[src/rtl/gpio_irq_pkg.sv]
package gpio_irq_pkg;
  localparam int unsigned OFS_PEND = 32'h0000_0C0C;
  localparam int unsigned OFS_EN   = 32'h0000_0C10;
  localparam int unsigned OFS_MODE = 32'h0000_0C14;
  localparam int unsigned DEF_PINS = 16;
  localparam int unsigned DEF_DW   = 32;
  localparam int unsigned DEF_AW   = 12;
endpackage

[src/rtl/gpio_sync.sv]
module gpio_sync #(
  parameter int unsigned WIDTH  = 16,
  parameter int unsigned STAGES = 2
) (
  input  logic             clk_i,
  input  logic             rst_ni,
  input  logic [WIDTH-1:0] d_i,
  output logic [WIDTH-1:0] q_o
);
  logic [WIDTH-1:0] stage_q [STAGES];

  always_ff @(posedge clk_i or negedge rst_ni) begin
    if (!rst_ni) begin
      for (int s = 0; s < STAGES; s++) stage_q[s] <= '0;
    end else begin
      stage_q[0] <= d_i;
      for (int s = 1; s < STAGES; s++) stage_q[s] <= stage_q[s-1];
    end
  end

  assign q_o = stage_q[STAGES-1];
endmodule

[src/rtl/gpio_edge_det.sv]
module gpio_edge_det #(
  parameter int unsigned WIDTH = 16
) (
  input  logic             clk_i,
  input  logic             rst_ni,
  input  logic [WIDTH-1:0] cur_i,
  input  logic [WIDTH-1:0] fall_only_i,
  output logic [WIDTH-1:0] evt_o
);
  logic [WIDTH-1:0] prev_q;

  // previous value tracks the pin in every mode, so a mode write alone cannot fake an edge
  always_ff @(posedge clk_i or negedge rst_ni) begin
    if (!rst_ni) prev_q <= '0;
    else         prev_q <= cur_i;
  end

  for (genvar i = 0; i < WIDTH; i++) begin : g_pin
    assign evt_o[i] = fall_only_i[i] ? (prev_q[i] & ~cur_i[i]) : (prev_q[i] ^ cur_i[i]);
  end
endmodule

[src/rtl/gpio_irq_regs.sv]
module gpio_irq_regs
  import gpio_irq_pkg::*;
#(
  parameter int unsigned NUM_PINS = DEF_PINS,
  parameter int unsigned DATA_W   = DEF_DW,
  parameter int unsigned ADDR_W   = DEF_AW
) (
  input  logic                clk_i,
  input  logic                rst_ni,
  input  logic                we_i,
  input  logic [ADDR_W-1:0]   addr_i,
  input  logic [DATA_W-1:0]   wdata_i,
  input  logic [NUM_PINS-1:0] evt_i,
  output logic [NUM_PINS-1:0] en_o,
  output logic [NUM_PINS-1:0] mode_o,
  output logic [NUM_PINS-1:0] pend_o,
  output logic [NUM_PINS-1:0] clr_o,
  output logic [DATA_W-1:0]   rdata_o
);
  localparam int unsigned PAD_W = DATA_W - NUM_PINS;

  logic sel_pend, sel_en, sel_mode;
  logic [NUM_PINS-1:0] en_q, mode_q, pend_q, wbits;
  logic unused_wdata;

  assign sel_pend = addr_i == ADDR_W'(OFS_PEND);
  assign sel_en   = addr_i == ADDR_W'(OFS_EN);
  assign sel_mode = addr_i == ADDR_W'(OFS_MODE);
  assign wbits    = wdata_i[NUM_PINS-1:0];
  assign unused_wdata = ^wdata_i[DATA_W-1:NUM_PINS];

  assign clr_o = (we_i && sel_pend) ? wbits : '0;

  always_ff @(posedge clk_i or negedge rst_ni) begin
    if (!rst_ni) begin
      en_q   <= '0;
      mode_q <= '0;
      pend_q <= '0;
    end else begin
      if (we_i && sel_en)   en_q   <= wbits;
      if (we_i && sel_mode) mode_q <= wbits;
      // new event wins over a simultaneous clear
      pend_q <= (pend_q & ~clr_o) | evt_i;
    end
  end

  always_comb begin
    unique case (1'b1)
      sel_pend: rdata_o = {{PAD_W{1'b0}}, pend_q};
      sel_en:   rdata_o = {{PAD_W{1'b0}}, en_q};
      sel_mode: rdata_o = {{PAD_W{1'b0}}, mode_q};
      default:  rdata_o = '0;
    endcase
  end

  assign en_o   = en_q;
  assign mode_o = mode_q;
  assign pend_o = pend_q;
endmodule

[src/rtl/gpio_edge_irq.sv]
module gpio_edge_irq
  import gpio_irq_pkg::*;
#(
  parameter int unsigned NUM_PINS    = DEF_PINS,
  parameter int unsigned DATA_W      = DEF_DW,
  parameter int unsigned ADDR_W      = DEF_AW,
  parameter int unsigned SYNC_STAGES = 2
) (
  input  logic                clk_i,
  input  logic                rst_ni,
  input  logic [NUM_PINS-1:0] pins_i,
  input  logic                we_i,
  input  logic [ADDR_W-1:0]   addr_i,
  input  logic [DATA_W-1:0]   wdata_i,
  output logic [DATA_W-1:0]   rdata_o,
  output logic                irq_o
);
  logic [NUM_PINS-1:0] pins_s, evt, mask_q, mode_q, pend_q, clr_vec;
  logic irq_q;

  gpio_sync #(.WIDTH(NUM_PINS), .STAGES(SYNC_STAGES)) u_sync (
    .clk_i (clk_i),
    .rst_ni(rst_ni),
    .d_i   (pins_i),
    .q_o   (pins_s)
  );

  gpio_edge_det #(.WIDTH(NUM_PINS)) u_edge (
    .clk_i      (clk_i),
    .rst_ni     (rst_ni),
    .cur_i      (pins_s),
    .fall_only_i(mode_q),
    .evt_o      (evt)
  );

  gpio_irq_regs #(.NUM_PINS(NUM_PINS), .DATA_W(DATA_W), .ADDR_W(ADDR_W)) u_regs (
    .clk_i  (clk_i),
    .rst_ni (rst_ni),
    .we_i   (we_i),
    .addr_i (addr_i),
    .wdata_i(wdata_i),
    .evt_i  (evt),
    .en_o   (mask_q),
    .mode_o (mode_q),
    .pend_o (pend_q),
    .clr_o  (clr_vec),
    .rdata_o(rdata_o)
  );

  always_ff @(posedge clk_i or negedge rst_ni) begin
    if (!rst_ni) irq_q <= 1'b0;
    else         irq_q <= |(pend_q & mask_q);
  end

  assign irq_o = irq_q;
endmodule

[config.mk]
export PLATFORM = sky130hd
export DESIGN_NAME = gpio_edge_irq
export DESIGN_NICKNAME = d
export VERILOG_FILES = /design/src/rtl/gpio_irq_pkg.sv /design/src/rtl/gpio_sync.sv /design/src/rtl/gpio_edge_det.sv /design/src/rtl/gpio_irq_regs.sv /design/src/rtl/gpio_edge_irq.sv
export SDC_FILE = /design/constraint.sdc
export NUM_CORES = 1
export LEC_CHECK = 0
export BUFFER_PORTS_ARGS = -buffer_cell sky130_fd_sc_hd__clkbuf_2
export CORE_MARGIN = 5
export CORE_UTILIZATION = 49
export DETAILED_ROUTE_END_ITERATION = 8
export PLACE_DENSITY = 0.83
export SYNTH_ARGS = -nofsm -noshare
export SYNTH_HDL_FRONTEND = slang
export SYNTH_SLANG_ARGS = --single-unit
[constraint.sdc]
create_clock -name clk_i -period 1.85 [get_ports clk_i]
set_input_delay 0.185 -clock clk_i [delete_from_list [all_inputs] [get_ports clk_i]]
set_output_delay 0.185 -clock clk_i [all_outputs]
set_load 0.02 [all_outputs]
# Word-level counts from Yosys, hierarchy flattened
# Cells that the tools add are included.
# totals
reg_bits,97
latchBits,0
ramBits,0
rom_bits,0
input_bits,63
out_inout_bits,33
word_cells,84
memories,0
# op_classes
add_sub_neg,0
n_mul,0
div_mod_pow,0
order_cmp,0
n_eq_ne,3
shifts,0
muxes,18
n_bitwise,52
n_reduce_logical,4
# op_table
cell,count
one-hot mux 16 bit (3 select lines),1
"equality test 12 bit, second input constant",3
bitwise AND 16 bit,2
bitwise AND 1 bit,16
two-way mux 1 bit,16
two-way mux 16 bit,1
inverter 1 bit,16
inverter 16 bit,1
bitwise OR 16 bit,1
OR reduction 16 bit,1
XOR 1 bit,16
logical AND 1 bit,3

# Logic depth before layout (Yosys ltp)
# Gate-level depths: netlist (run 1).
# logic_depth
word_depth,6
mapped_depth,6

# Hierarchy
# A second synthesis (run 1) with hierarchy kept.
# hier_totals
hier_cells,396
hier_area_um2,4634.4
# modules_own_cells
module,n_inst,cells_per_inst,area_each_um2,seq_area_each_um2
gpio_irq_regs,1,258,2766.4,1201.2
gpio_sync,1,48,920.9,800.8
gpio_edge_det,1,80,820.8,400.4
gpio_edge_irq,1,10,126.4,25.0

# Least setup slack after synthesis (run 1)
# No wires, ideal clock.
# synth_timing
path_type,input -> output
start,input addr_i[7]
end,output rdata_o[0]
t_arrival_ps,1700
t_required_ps,1665
path_slack_ps,-35
stages,6
path_cell_list,or3_4 > buf_6 > or3_1 > clkbuf_1 > buf_2 > a21oi_1
# synth_via
elab_chain_cells,2
# synth_rtl
item,line,text
"start, declared",gpio_edge_irq.sv:13,"input logic [ADDR_W-1:0] addr_i,"
"equality test 12 bit, on equally long branches","gpio_irq_regs.sv:28, gpio_irq_regs.sv:26, gpio_irq_regs.sv:27",
one-hot mux 16 bit (3 select lines) *,gpio_irq_regs.sv:48,unique case (1'b1)
"end, declared",gpio_edge_irq.sv:15,"output logic [DATA_W-1:0] rdata_o,"
# Every way passes the cells marked *; elsewhere a longest branch is shown, timed or not.

# Worst setup path in the final report (run 1)
# Same ends and word-level chain as after synthesis.

==> impl_metrics.csv, run 1 <==
group,metric,value,unit
worst_setup_path,crit-reg2reg-launch,"u_regs.pend_o[12]",
sta,finalSetupViolations,0,
sta,rsz0062_at_grt,"no",
sta,worst_slack,0.02103,ns
yosys,synth_seq_cells,97,
drt,route.detailed.drc,0,
drt,antenna_left,0,
final_layout,nets,552,
yosys,yosys.area.top_type_share,54.34,%
drt,avgRoutedWirePerCell,17.59,um
power_and_ir_drop,vdd_ir_drop_max,0.4783,mV
placed_design,dp_slack,0.0008105,ns
worst_setup_path,r2r_slack,0.51,ns
hold_path,hp-start,"wdata_i[3]",
global_routing,grt_pass1_vias,3454,
yosys,avgSynthCellArea,11.79,um^2
floorplan,coreArea,8806,um^2
cts,cts_buffers,9,
hold_path,hold_end,"u_regs.mode_o[3]",
placed_design,place.gp.congestion,0.8498,
yosys,ys_types,29,
cts,post_cts_buffers,0,
floorplan,die_area,11130,um^2
global_routing,grt_pass1_wl,17.22,mm
cts,clk_latency,0.37,ns
power_and_ir_drop,power_density,725.7,nW/um^2
floorplan,row_count,34,
yosys,synth_top_area_cell,"dfrtp_1",
outcome,status,"completed",
final_layout,drive_gt1_share,30.96,%
global_routing,gr-total-overflow,0,
floorplan,die_y,105.5,um
floorplan,io_pins,96,
placed_design,io_buffers,63,
global_routing,grt_usage,19.42,%
yosys,synthesis.area,4467,um^2
sta,fmax,546.8,MHz
sta,drv_slew,0,
drt,vias_per_cell,5.647,
power_and_ir_drop,p_leak,2.659,nW
placed_design,dp_hpwl,7.507,mm
sta,fin_skew,0.005294,ns
drt,routed_wl,10.31,mm
cts,cts_buffer_depth,2,
cts,cts_tree,"yes",
drt,num_vias,3309,
cts,path_clk_slew,0.10,ns
final_layout,antenna_cells,0,
sta,period_minus_slack,1.829,ns
final_layout,final_core_util,60.80,%
worst_setup_path,crit_fanout,5,
yosys,syn_inst,379,
yosys,synth_edf_count,0,
worst_setup_path,required,1.66,ns
yosys,synth_ff_type,"dfrtp_1",
cts,ctsRootBufferMaster,"clkbuf_8",
cts,numClockSinks,97,
yosys,netlist_top_cells_area,"dfrtp_1 (54%), and3b_1 (6.3%), mux2_2 (5.5%)",
yosys,ys.warnings.count,0,
sta,holdWs,0.07692,ns
worst_setup_path,reg2reg_to,"irq_o",
hold_path,hp-class,"in -> reg",
yosys,ys_seq_area_share,54.34,%
run,maxCapViolCount,0,
power_and_ir_drop,total_power,3.885,mW
worst_setup_path,critPathLaunchType,"input pin",
worst_setup_path,ff2ff_path_depth,3,
cts,htree_levels,3,
global_routing,antenna_found_initial,0,
final_layout,fillers,698,
worst_setup_path,cp.arrival,1.64,ns
floorplan,die_w,105.5,um
worst_setup_path,critical_path_class,"in -> out",
drt,drt_iter0_drc,243,
final_layout,area.growth.synth_to_final,19.86,%
floorplan,start_util,50.72,%
sta,fin_crit_sh,98.86,%
yosys,synthArstFlopShare,100.0,%
drt,dr.pass1.iters,5,
worst_setup_path,endpoint_kind,"primary output",
hold_path,whs_path_depth,2,
sta,finalHoldViolCount,0,
global_routing,grt_max_degree,46,
## sequential cells by signal, indices dropped and copies added (netlist names)
name	flops
u_regs.en_o	16
u_regs.mode_o	16
irq_o	1
u_sync.q_o	16
u_edge.prev_q	16
u_regs.pend_o	16
u_sync.stage_q	16
## worst max-delay path: stages
cell      delay (ns)
clkbuf_2        0.08
or3_4           0.40
or3_1           0.42
buf_4           0.18
a21oi_1         0.17
clkbuf_2        0.20
## power breakdown
| group | leakage, nW | switching (mW) | internal [mW] |
|---|---|---|---|
| Sequential | 1.16 | 0.0229 | 2.18 |
| Combinational | 1.41 | 0.212 | 0.153 |
| Clock | 0.0870 | 0.781 | 0.542 |
| Total | 2.66 | 1.02 | 2.87 |
## area by class of cell
cell class	count	area, um^2	share of cell area, %
tap	108	135.1	2.524
clock buffer	10	137.6	2.571
inverter	32	120.1	2.244
clock inverter	6	51.30	0.9582
timing repair buffer	106	718.2	13.41
sequential	97	2427	45.34
multi-input combinational	227	1764	32.95
## layout by cell type (no fill, tap or decap), drive strengths merged, types with 16 or more instances in the layout
cell type    count
nand2           32
dfrtp           97
o21ai           16
buf             37
clkbuf          62
and3b           32
o41ai           16
dlygate4sd3     17
nor2            16
inv             34
conb            16
mux2            32
a221oi          20
ha              16
a21oi           16
## kinds of logic after synthesis
kind of cell | share of synthesized area, %
AO/OA/AOI/OAI | 11.43
adder cells (fa/ha/maj) | 4.482
buffers and inverters | 7.927
flip-flops | 54.34
multiplexers | 8.908
other | 0.08395
AND/OR/NAND/NOR | 12.83
## synthesized netlist by cell type (all sizes together), types with 4 or more instances
master,instances
a221oi,20
clkbuf,14
nor2,16
and3b,32
a21oi,16
nand2,32
inv,32
o41ai,16
mux2,32
a22o,4
ha,16
o21ai,16
dfrtp,97
buf,24
## per-stage QoR
step	TNS, ns	std cells	area [um^2]
6_report	0	586	5354
5_1_grt	0	586	5354
4_1_cts	0	586	5321
3_5_place_dp	0	553	4950
3_3_place_gp	0	553	4950
2_1_floorplan	-0.3470	394	4523
## what timing repair did
item,in CTS,in global routing
pin swaps,0,0
gates resized for setup,4,21
hold buffers,17,0
setup endpoints to repair,2,8
hold endpoints to repair,50,0
## worst max-delay path by stage
stage | from | to | slack, ns | cells after the start
final | addr_i[7] | rdata_o[0] | 0.02 | 6
after global routing | addr_i[7] | rdata_o[11] | 0.004 | 6
after CTS | addr_i[7] | rdata_o[5] | 0.002 | 6
after detailed placement | addr_i[7] | rdata_o[7] | 0.0008 | 6
after global placement | addr_i[7] | rdata_o[7] | 0.02 | 6
after floorplan | addr_i[7] | rdata_o[0] | -0.03 | 6
## layer usage
layer,routed length (um),global-route usage (%),vias up
li1,-,-,1498
met1,3983,24.31,1643
met2,5220,31.42,142
met3,828,5.623,26
met4,276,8.435,0
met5,0,0,-
(Power assumes the default switching activity.)
==> run 2, diff against run 1 <==
Settings changed: BUFFER_PORTS_ARGS -buffer_cell sky130_fd_sc_hd__clkbuf_2 to default, CORE_MARGIN 5 to default, DONT_BUFFER_PORTS from default to 1, PLACE_DENSITY 0.83 to 0.74, SLEW_MARGIN from default to 30.
==> impl_metrics.csv, run 2 (same netlist as run 1, synthesis figures left out) <==
group,metric,value,unit
outcome,status,"complete, but fails checks",
outcome,violations,"negative hold slack",
worst_setup_path,crit_path_start,"addr_i[7]",
final_layout,multiInputGateArea,1747,um^2
worst_setup_path,required,1.66,ns
sta,holdWs,-0.4944,ns
cts,numClockSinks,97,
power_and_ir_drop,power_density,745.8,nW/um^2
sta,period_minus_slack,1.786,ns
final_layout,finalNonFillerCells,543,
cts,ctsHoldBuffers,32,
cts,path_clk_slew,0.09,ns
placed_design,placed_area,4657,um^2
final_layout,fillers,731,
cts,cts_buffers,9,
floorplan,start_util,50.97,%
cts,cts_tree,"yes",
power_and_ir_drop,vdd_ir_drop_max,0.4237,mV
floorplan,io_pins,96,
placed_design,dp_hpwl,6.259,mm
final_layout,area.growth.synth_to_final,16.08,%
final_layout,final_cell_mix,"dfrtp_1 (97), inv_1 (32), and3b_1 (32), nand2_1 (32), dlygate4sd3_1 (32)",
global_routing,gr-total-overflow,0,
worst_setup_path,cp_common_cell,"buf_4",
drt,dr.pass1.iters,5,
worst_setup_path,crit_end,"rdata_o[7]",
global_routing,antenna_found_initial,0,
final_layout,final_common_cell,"dfrtp_1",
worst_setup_path,worst-path-buf-inv,2,
placed_design,post-place-cells,495,
cts,cts_buffer_depth,2,
final_layout,antenna_cells,0,
global_routing,grt_usage,21.48,%
run,maxCapViolCount,0,
power_and_ir_drop,total_power,3.867,mW
sta,finalHoldViolCount,97,
worst_setup_path,crit-reg2reg-launch,"u_regs.pend_o[12]",
placed_design,dp_slack,0.04688,ns
drt,routed_wl,9.391,mm
sta,drv_slew,0,
cts,ctsRootBufferMaster,"clkbuf_8",
drt,drt_iter0_drc,134,
worst_setup_path,crit_fanout,9,
drt,vias_per_cell,5.602,
worst_setup_path,critPathTopFamily,"simple AND/OR/NAND/NOR gates",
sta,setup_tns,0,ns
sta,rsz0062_at_grt,"no",
final_layout,final_core_util,59.17,%
drt,avgRoutedWirePerCell,17.29,um
drt,antenna_left,0,
floorplan,die_y,97.48,um
cts,htree_levels,3,
power_and_ir_drop,p_leak,2.490,nW
sta,fmax,559.8,MHz
final_layout,drive_gt1_share,19.54,%
placed_design,place.gp.congestion,0.8406,
worst_setup_path,critical_path_class,"in -> out",
final_layout,stdcell_area,5185,um^2
floorplan,die_w,97.48,um
placed_design,io_buffers,0,
hold_path,hp-class,"in -> async",
global_routing,grt_pass1_vias,3199,
worst_setup_path,reg2reg_to,"irq_o",
sta,worst_slack,0.06379,ns
drt,num_vias,3042,
worst_setup_path,crit_slowest_cell,"or3_4",
floorplan,die_area,9501,um^2
sta,fin_crit_sh,96.55,%
worst_setup_path,slowest_delay,0.44,ns
floorplan,coreArea,8763,um^2
worst_setup_path,endpoint_kind,"primary output",
global_routing,grt_max_degree,98,
worst_setup_path,critPathLaunchType,"input pin",
worst_setup_path,cp.depth,5,
cts,clk_latency,0.36,ns
drt,route.detailed.drc,0,
global_routing,grt_pass1_wl,15.87,mm
sta,finalSetupViolations,0,
worst_setup_path,cp.arrival,1.60,ns
final_layout,nets,509,
worst_setup_path,r2r_slack,0.56,ns
sta,fin_skew,0.008399,ns
floorplan,row_count,34,
worst_setup_path,ff2ff_path_depth,3,
final_layout,seq_area,2427,um^2
worst_setup_path,crit_path_cell_trace,"or3_4 -> or3_1 -> buf_4 -> a21oi_1 -> buf_4",
==> run 2: cell count changes in the layout (fill, tap and decap cells not counted), moves of 2 or more <==
cell,previous run,this run
clkbuf_2,50,0
buf_2,3,0
clkbuf_4,2,0
clkinv_2,0,2
a21oi_2,6,0
dlygate4sd3_1,17,32
a21oi_1,10,16
buf_4,33,31
clkinvlp_4,3,1
==> run 2: cell type report <==
class	count	share of cell area, %
multi-input combinational	227	33.69
timing repair buffer	63	10.67
sequential	97	46.81
inverter	32	2.317
clock inverter	7	1.520
tap	108	2.606
clock buffer	9	2.389
==> run 2: worst min path at each step <==
stage	start	end	slack, ns	cells past startpoint
finish	rst_ni	u_sync.stage_q[29]	-0.49	0
global route	rst_ni	u_regs.mode_o[3]	-0.53	0
CTS	rst_ni	u_sync.stage_q[16]	-0.52	0
detailed placement	rst_ni	u_sync.q_o[13]	-0.11	0
global placement	rst_ni	u_edge.prev_q[13]	-0.11	0
floorplan	rst_ni	irq_o	-0.11	0
==> run 2: layer usage <==
metal  vias to the layer above  routed length, um  track usage, %
met4                         0                 99           6.335
met1                      1544               4108           27.37
li1                       1412                  -               -
met2                        77               4739           35.83
met5                         -                  0               0
met3                         9                443           5.899
==> run 2: power breakdown <==
group	total, mW	internal (mW)	switching (mW)
Combinational	0.252	0.127	0.126
Clock	1.42	0.641	0.774
Sequential	2.20	2.18	0.0238
==> run 2: worst reg2reg max path, cell delays in order, from the launching register on <==
cell and delay, ns:
dfrtp_1 0.43, a22o_1 0.25, a221oi_1 0.27, nand4_1 0.19
==> run 2: timing repair <==
item                                    CTS  global route
endpoints found under the hold margin   152            97
endpoints found under the setup margin    0             1
resized for setup                         0             1
setup buffers                             0             0
